## src/rtl/usb_ls_tx_pkg.sv

```systemverilog
package usb_ls_tx_pkg;

  typedef enum logic [2:0] {
    ST_IDLE,
    ST_ARM,
    ST_SEND,
    ST_SE0,
    ST_JEND
  } tx_state_t;

  localparam logic [7:0] SYNC_BYTE = 8'h80;
  localparam logic [7:0] PID_ACK   = 8'hD2;
  localparam logic [7:0] PID_NAK   = 8'h5A;

endpackage

```

## src/rtl/usb_ls_tx_baud.sv

```systemverilog
module usb_ls_tx_baud #(
  parameter int CLK_PER_BIT = 32
) (
  input  logic clk,
  input  logic rst,
  input  logic run,
  output logic tick
);

  localparam int TW = $clog2(CLK_PER_BIT + 1);
  localparam logic [TW-1:0] LAST = TW'(CLK_PER_BIT - 1);

  logic [TW-1:0] cnt_q;

  always_comb tick = run && (cnt_q == LAST);

  always_ff @(posedge clk) begin
    if (rst || !run)  cnt_q <= '0;
    else if (tick)    cnt_q <= '0;
    else              cnt_q <= cnt_q + 1'b1;
  end


  period_bound_chk: assert property (@(posedge clk) disable iff (rst)
    cnt_q <= LAST);

endmodule

```

## src/rtl/usb_ls_tx_enc.sv

```systemverilog
module usb_ls_tx_enc #(
  parameter int STUFF_RUN = 6
) (
  input  logic       clk,
  input  logic       rst,
  input  logic       init,
  input  logic       tick,
  input  logic       nxt_avail,
  input  logic [7:0] nxt_data,
  output logic       toggle,
  output logic       take,
  output logic       fin
);
  import usb_ls_tx_pkg::*;

  localparam int OW = $clog2(STUFF_RUN + 1);
  localparam logic [OW-1:0] RUN_MAX = OW'(STUFF_RUN);

  logic [7:0]    sh_q;
  logic [2:0]    bidx_q;
  logic [OW-1:0] ones_q;
  logic          last_q;
  logic          stuff;

  always_comb begin
    stuff  = (ones_q == RUN_MAX);
    toggle = tick && (stuff || (!last_q && !sh_q[0]));
    fin    = tick && !stuff && last_q;
    take   = tick && !stuff && !last_q && (bidx_q == 3'd7) && nxt_avail;
  end

  always_ff @(posedge clk) begin
    if (rst) begin
      sh_q   <= '0;
      bidx_q <= '0;
      ones_q <= '0;
      last_q <= 1'b0;
    end else if (init) begin
      sh_q   <= SYNC_BYTE;
      bidx_q <= '0;
      ones_q <= '0;
      last_q <= 1'b0;
    end else if (tick) begin
      if (stuff) begin
        ones_q <= '0;
      end else if (!last_q) begin
        ones_q <= sh_q[0] ? ones_q + 1'b1 : '0;
        if (bidx_q == 3'd7) begin
          bidx_q <= '0;
          if (nxt_avail) sh_q   <= nxt_data;
          else           last_q <= 1'b1;
        end else begin
          sh_q   <= sh_q >> 1;
          bidx_q <= bidx_q + 1'b1;
        end
      end
    end
  end


  run_limit_chk: assert property (@(posedge clk) disable iff (rst)
    ones_q <= RUN_MAX);


  stuff_clears_chk: assert property (@(posedge clk) disable iff (rst)
    (tick && !init && ones_q == RUN_MAX) |=> (ones_q == '0));

endmodule

```

## src/rtl/usb_ls_tx.sv

```systemverilog
module usb_ls_tx #(
  parameter int CLK_PER_BIT = 32,
  parameter int MAX_BYTES   = 12,
  parameter int MIN_BYTES   = 2,
  parameter int ADDR_W      = 7,
  localparam int CNT_W      = $clog2(MAX_BYTES + 1),
  localparam int RA_W       = $clog2(MAX_BYTES)
) (
  input  logic              clk,
  input  logic              rst,
  input  logic              start,
  input  logic              hs_req,
  input  logic              hs_nak,
  input  logic [CNT_W-1:0]  byte_cnt,
  output logic [RA_W-1:0]   rd_addr,
  input  logic [7:0]        rd_data,
  input  logic [ADDR_W-1:0] addr_pend,
  output logic [ADDR_W-1:0] dev_addr,
  output logic              dp,
  output logic              dm,
  output logic              oe,
  output logic              done
);
  import usb_ls_tx_pkg::*;

  tx_state_t  state_q;
  logic       hs_q, nak_q, eop_ph_q;
  logic [CNT_W-1:0] rem_q;
  logic       run, tick, toggle, take, fin, cnt_ok;
  logic [7:0] nxt_data;

  always_comb begin
    run      = (state_q == ST_SEND) || (state_q == ST_SE0) || (state_q == ST_JEND);
    cnt_ok   = (byte_cnt >= CNT_W'(MIN_BYTES)) && (byte_cnt <= CNT_W'(MAX_BYTES));
    nxt_data = hs_q ? (nak_q ? PID_NAK : PID_ACK) : rd_data;
  end

  usb_ls_tx_baud #(.CLK_PER_BIT(CLK_PER_BIT)) u_baud (
    .clk (clk),
    .rst (rst),
    .run (run),
    .tick(tick)
  );

  usb_ls_tx_enc #(.STUFF_RUN(6)) u_enc (
    .clk      (clk),
    .rst      (rst),
    .init     (state_q == ST_ARM),
    .tick     (tick && state_q == ST_SEND),
    .nxt_avail(rem_q != '0),
    .nxt_data (nxt_data),
    .toggle   (toggle),
    .take     (take),
    .fin      (fin)
  );

  always_ff @(posedge clk) begin
    if (rst) begin
      state_q  <= ST_IDLE;
      dp       <= 1'b0;
      dm       <= 1'b0;
      oe       <= 1'b0;
      done     <= 1'b0;
      hs_q     <= 1'b0;
      nak_q    <= 1'b0;
      eop_ph_q <= 1'b0;
      rem_q    <= '0;
      rd_addr  <= '0;
      dev_addr <= '0;
    end else begin
      done <= 1'b0;
      case (state_q)
        ST_IDLE: begin
          if (start && (hs_req || cnt_ok)) begin
            state_q <= ST_ARM;
            dp      <= 1'b0;
            dm      <= 1'b1;
            hs_q    <= hs_req;
            nak_q   <= hs_nak;
            rem_q   <= hs_req ? CNT_W'(1) : byte_cnt - 1'b1;
            rd_addr <= '0;
          end
        end
        ST_ARM: begin
          oe      <= 1'b1;
          state_q <= ST_SEND;
        end
        ST_SEND: begin
          if (fin) begin
            dp       <= 1'b0;
            dm       <= 1'b0;
            eop_ph_q <= 1'b0;
            state_q  <= ST_SE0;
          end else if (toggle) begin
            dp <= ~dp;
            dm <= ~dm;
          end
          if (take) begin
            rem_q <= rem_q - 1'b1;
            if (!hs_q) rd_addr <= rd_addr + 1'b1;
          end
        end
        ST_SE0: begin
          if (tick) begin
            if (eop_ph_q) begin
              dm      <= 1'b1;
              state_q <= ST_JEND;
            end else begin
              eop_ph_q <= 1'b1;
            end
          end
        end
        ST_JEND: begin
          if (tick) begin
            oe      <= 1'b0;
            dp      <= 1'b0;
            dm      <= 1'b0;
            done    <= 1'b1;
            state_q <= ST_IDLE;
            if (!hs_q) dev_addr <= addr_pend;
          end
        end
        default: state_q <= ST_IDLE;
      endcase
    end
  end


  lines_legal_chk: assert property (@(posedge clk) disable iff (rst)
    oe |-> !(dp && dm));


  enable_at_j_chk: assert property (@(posedge clk) disable iff (rst)
    $rose(oe) |-> (!dp && dm));


  done_single_chk: assert property (@(posedge clk) disable iff (rst)
    done |=> !done);


  done_release_chk: assert property (@(posedge clk) disable iff (rst)
    done |-> (!oe && $past(oe)));


  addr_hold_chk: assert property (@(posedge clk) disable iff (rst)
    !done |-> $stable(dev_addr));

endmodule

```

## config.mk

```make
export PLATFORM = sky130hd
export DESIGN_NAME = usb_ls_tx
export DESIGN_NICKNAME = d
export VERILOG_FILES = /design/src/rtl/usb_ls_tx_pkg.sv /design/src/rtl/usb_ls_tx_baud.sv /design/src/rtl/usb_ls_tx_enc.sv /design/src/rtl/usb_ls_tx.sv
export SDC_FILE = /design/constraint.sdc
export NUM_CORES = 1
export LEC_CHECK = 0
export BUFFER_PORTS_ARGS = -buffer_cell sky130_fd_sc_hd__buf_2
export CAP_MARGIN = 20
export CORE_MARGIN = 3
export CORE_UTILIZATION = 56
export DETAILED_ROUTE_END_ITERATION = 10
export PLACE_DENSITY = 0.79
export RECOVER_POWER = 25
export SKIP_LAST_GASP = 1
export SLEW_MARGIN = 40
export SYNTH_ARGS = -nofsm -noshare
export SYNTH_HDL_FRONTEND = slang
export SYNTH_SLANG_ARGS = --single-unit
```

## constraint.sdc

```tcl
create_clock -name clk -period 6 [get_ports clk]
set_clock_uncertainty 0.1 [all_clocks]
set_input_delay 1.8 -clock clk [delete_from_list [all_inputs] [get_ports clk]]
set_output_delay 1.8 -clock clk [all_outputs]
set_load 0.01 [all_outputs]
```

==> flow_summary.yaml <==
status:
  run_status: "finished clean"
clock_tree:
  post-cts-setup-buffer-count: 0
  worst_setup_hold_path_clk_slew_ns: 0.08
  ctsLongestPathBuffers: 2
  cts.sinks: 46
  cts-resized-gates: 0
  number_of_h_tree_levels: 2
  number_of_cts_inserted_buffers: 5
  tritoncts: "built"
  buffer_cell_driving_the_clock_tree_root: "sky130_fd_sc_hd__clkbuf_8"
  post_cts_hold_buffer_count: 0
  latest_clock_arrival_within_the_worst_skew_pair_ns: 0.29
worst_setup_path:
  crit-reg2reg-capture: "rd_addr[2]"
  critical_path.endpoint: "rem_q[3]"
  reg2reg_from: "state_q[1]"
  worst-endpoint-required_ns: 6.10
  timing.critical_path.to_type: "flop"
  setup.worst_path.class: "in2reg"
  crit_path_start: "byte_cnt[0]"
  timing.critical_path.from_type: "primary input"
  reg2reg_setup_slack_ns: 3.35
  timing.critical_path.arrival_ns: 3.64
  crit_path_max_fanout: 11
  worst_r2r_path_depth: 5
power:
  power-per-cell-area_nw_per_um2: 228
  netSwitchingPower_mw: 0.153
  pwr-share-clk_pct: 32.1
  vdd_ir_drop_max_mv: 0.149
  p_seq_share_pct: 55.2
  internal-power_mw: 0.440
  switching_share_of_total_power_pct: 25.8
  p_comb_share_pct: 12.7
  p_leak_nw: 1.02
timing:
  slew_viol_final: 0
  report.final.setup_viol: 0
  postLayoutSetupSlackWorst_ns: 2.46
  max_freq_mhz: 282
  maxSlewHeadroom_pct: 20.7
  time_the_worst_path_needs_with_i_o_delays_and_setup_ns: 3.54
  worst_pin_slew_ns: 1.19
  setup_repair_after_global_routing_missed_its_margin: "false"
  final.setup.tns_ns: 0
  timing.final.crit_share_pct: 59.0
  finalHoldViolations: 0
floorplan:
  num_rows: 22
  die_span_y_um: 70.3
  start_util_pct: 60.5
  ios: 39
  die_area_um2: 4940
  placeableCoreArea_um2: 3830
  die_width_um: 70.3
yosys:
  ys_async_sr_fraction_pct: 0
  synth_area_um2: 2310
  synth_xor_area_share_pct: 3.03
  yosys-mux-area-fraction_pct: 6.27
  synth-compound-area-share_pct: 17.1
  yosysWarnings: 0
  post-synth-top-count-cell: "sky130_fd_sc_hd__dfxtp_1"
  ys_types: 52
  postSynthNetCount: 305
  synth.area.top_cells: "sky130_fd_sc_hd__dfxtp_1 40%, sky130_fd_sc_hd__mux2i_1 5.6%, sky130_fd_sc_hd__nor2_1 5.5%, sky130_fd_sc_hd__ha_1 5.4%, sky130_fd_sc_hd__a21oi_1 4.3%"
  post_synth_and_or_nand_nor_area_fraction_pct: 24.1
  number_of_enable_type_register_cells_in_the_synthesized_netlist: 0
  post-synth-top-area-fraction_pct: 39.8
  synth_seq_area_share_pct: 39.8
  synth_top_cell_by_area: "sky130_fd_sc_hd__dfxtp_1"
  syn_area_per_cell_um2: 8.54
  post_synth_fa_ha_maj_area_fraction_pct: 5.41
  synth_top_family_by_area: "simple AND/OR/NAND/NOR gates"
  synth-seq-cells: 46
  most_frequent_cells_after_synthesis: "46 x sky130_fd_sc_hd__dfxtp_1, 34 x sky130_fd_sc_hd__nor2_1, 26 x sky130_fd_sc_hd__nand2_1, 20 x sky130_fd_sc_hd__a21oi_1"
  ys_dominant_reg_cell: "sky130_fd_sc_hd__dfxtp_1"
  netlist_instances: 271
grt:
  grt_pass1_wl_mm: 8.32
  grt_remaining_overflow: 0
  globalRoute.busiestLayer: "met2"
  maximum_number_of_pins_on_one_net_before_global_route_repair: 28
  global_route.usage.met3_pct: 4.46
  grt_util_met1_pct: 27.0
  gr-usage-all-layers_pct: 20.3
  grt_met2_use_pct: 33.4
  antenna_found_initial: 0
  number_of_global_route_vias_before_repair: 1871
placement:
  place.detailed.hpwl_mm: 3.41
  worst_setup_slack_post_dpl_ns: 2.21
  routabilityCongestion: 0.849
  buffer_ports.inserted: 38
layout:
  area_growth_pct: 12.2
  num_antenna_cells: 0
  design.final.nets: 335
  final.fill_count: 323
  layout.core_utilization_pct: 67.9
  layout-drive-gt1-share_pct: 17.9
drt:
  drt-total-wl_mm: 4.78
  post_detailed_route_count_of_antenna_violating_nets: 0
  firstDrtPassIters: 4
  avgRoutedWirePerCell_um: 13.6
  vias: 2023
  drcViolationCount: 0
  detailedRoute.firstIterationViolations: 177
  route.detailed.vias_per_inst: 5.78
flow_run:
  cap_violations: 0
min_path:
  timing.hold.worst_path_depth: 1
  hold_path.class: "reg2reg"
[cell families after synthesis]
logic type                 count (synthesis)
DFF                                       46
adders and majority gates                 10
muxes                                     14
buffers and inverters                     26
xor gates and xnor gates                   8
and+or+nand+nor                          110
AOI/OAI and AO/OA                         57
[worst max-delay path, stage by stage]
cell                       delay [ns]
sky130_fd_sc_hd__buf_2           0.10
sky130_fd_sc_hd__inv_1           0.06
sky130_fd_sc_hd__ha_1            0.18
sky130_fd_sc_hd__or4_1           0.39
sky130_fd_sc_hd__a21oi_1         0.32
sky130_fd_sc_hd__or3_1           0.40
sky130_fd_sc_hd__a211oi_1        0.13
sky130_fd_sc_hd__a31o_2          0.26
[routing by layer]
layer / part of all wire, % / wire length [um]
met4: 0.88 / 42
met1: 47 / 2230
met2: 48 / 2280
met5: 0 / 0
met3: 4.8 / 229
[registers in the layout, indices dropped and copies added (netlist names), 3 cells and up]
register	count
dev_addr	7
state_q	3
u_enc.bidx_q	3
u_baud.cnt_q	6
u_enc.ones_q	3
rem_q	4
u_enc.sh_q	8
rd_addr	4
[layout by cell type, fill, tap and decap left out, types with 4 or more instances in the layout]
cell / synthesis / layout
sky130_fd_sc_hd__mux2i_1: 13 / 13
sky130_fd_sc_hd__nor3_1: 13 / 13
sky130_fd_sc_hd__xnor2_1: 6 / 6
sky130_fd_sc_hd__o21ai_0: 5 / 5
sky130_fd_sc_hd__nor2_1: 34 / 34
sky130_fd_sc_hd__ha_1: 10 / 10
sky130_fd_sc_hd__nand2_1: 26 / 26
sky130_fd_sc_hd__a21oi_1: 20 / 20
sky130_fd_sc_hd__nand3_1: 10 / 10
sky130_fd_sc_hd__a221oi_1: 4 / 4
sky130_fd_sc_hd__inv_1: 11 / 11
sky130_fd_sc_hd__dfxtp_1: 46 / 46
sky130_fd_sc_hd__buf_2: 2 / 37
sky130_fd_sc_hd__nand2b_1: 6 / 6
sky130_fd_sc_hd__clkbuf_8: 0 / 6
[per-stage QoR]
stage	instances	cell area (um2)	hold WS, ns	power, mW
global route	350	2600	0.361	0.618
detailed placement	342	2510	0.338	0.408
CTS	350	2600	0.352	0.596
finish	350	2600	0.348	0.593
global placement	342	2510	0.335	0.407
floorplan	271	2310	0.318	0.386
[worst min-delay path by stage]
stage,from,to,slack [ns]
floorplan,u_baud.cnt_q[0],u_baud.cnt_q[0],0.32
global placement,u_baud.cnt_q[0],u_baud.cnt_q[0],0.34
detailed placement,u_baud.cnt_q[0],u_baud.cnt_q[0],0.34
CTS,u_baud.cnt_q[0],u_baud.cnt_q[0],0.35
global route,u_baud.cnt_q[0],u_baud.cnt_q[0],0.36
finish,u_baud.cnt_q[0],u_baud.cnt_q[0],0.35
[power groups by stage]
stage	clock (mW)	combinational, mW	sequential [mW]
finish	0.190	0.0751	0.327
detailed placement	0	0.0745	0.334
CTS	0.194	0.0751	0.327
global placement	0	0.0738	0.333
floorplan	0	0.0576	0.328
global route	0.205	0.0842	0.329
[final cells by class]
type,instances,area [um2],area share [%]
Clock buffer,7,86.3,3.33
Clock inverter,1,5.00,0.193
Inverter,11,41.3,1.59
Multi-Input combinational cell,199,1290,49.8
Sequential cell,46,921,35.5
Tap cell,48,60.1,2.31
Timing Repair Buffer,38,189,7.28
Note: power is estimated with default switching activity, not from simulation.
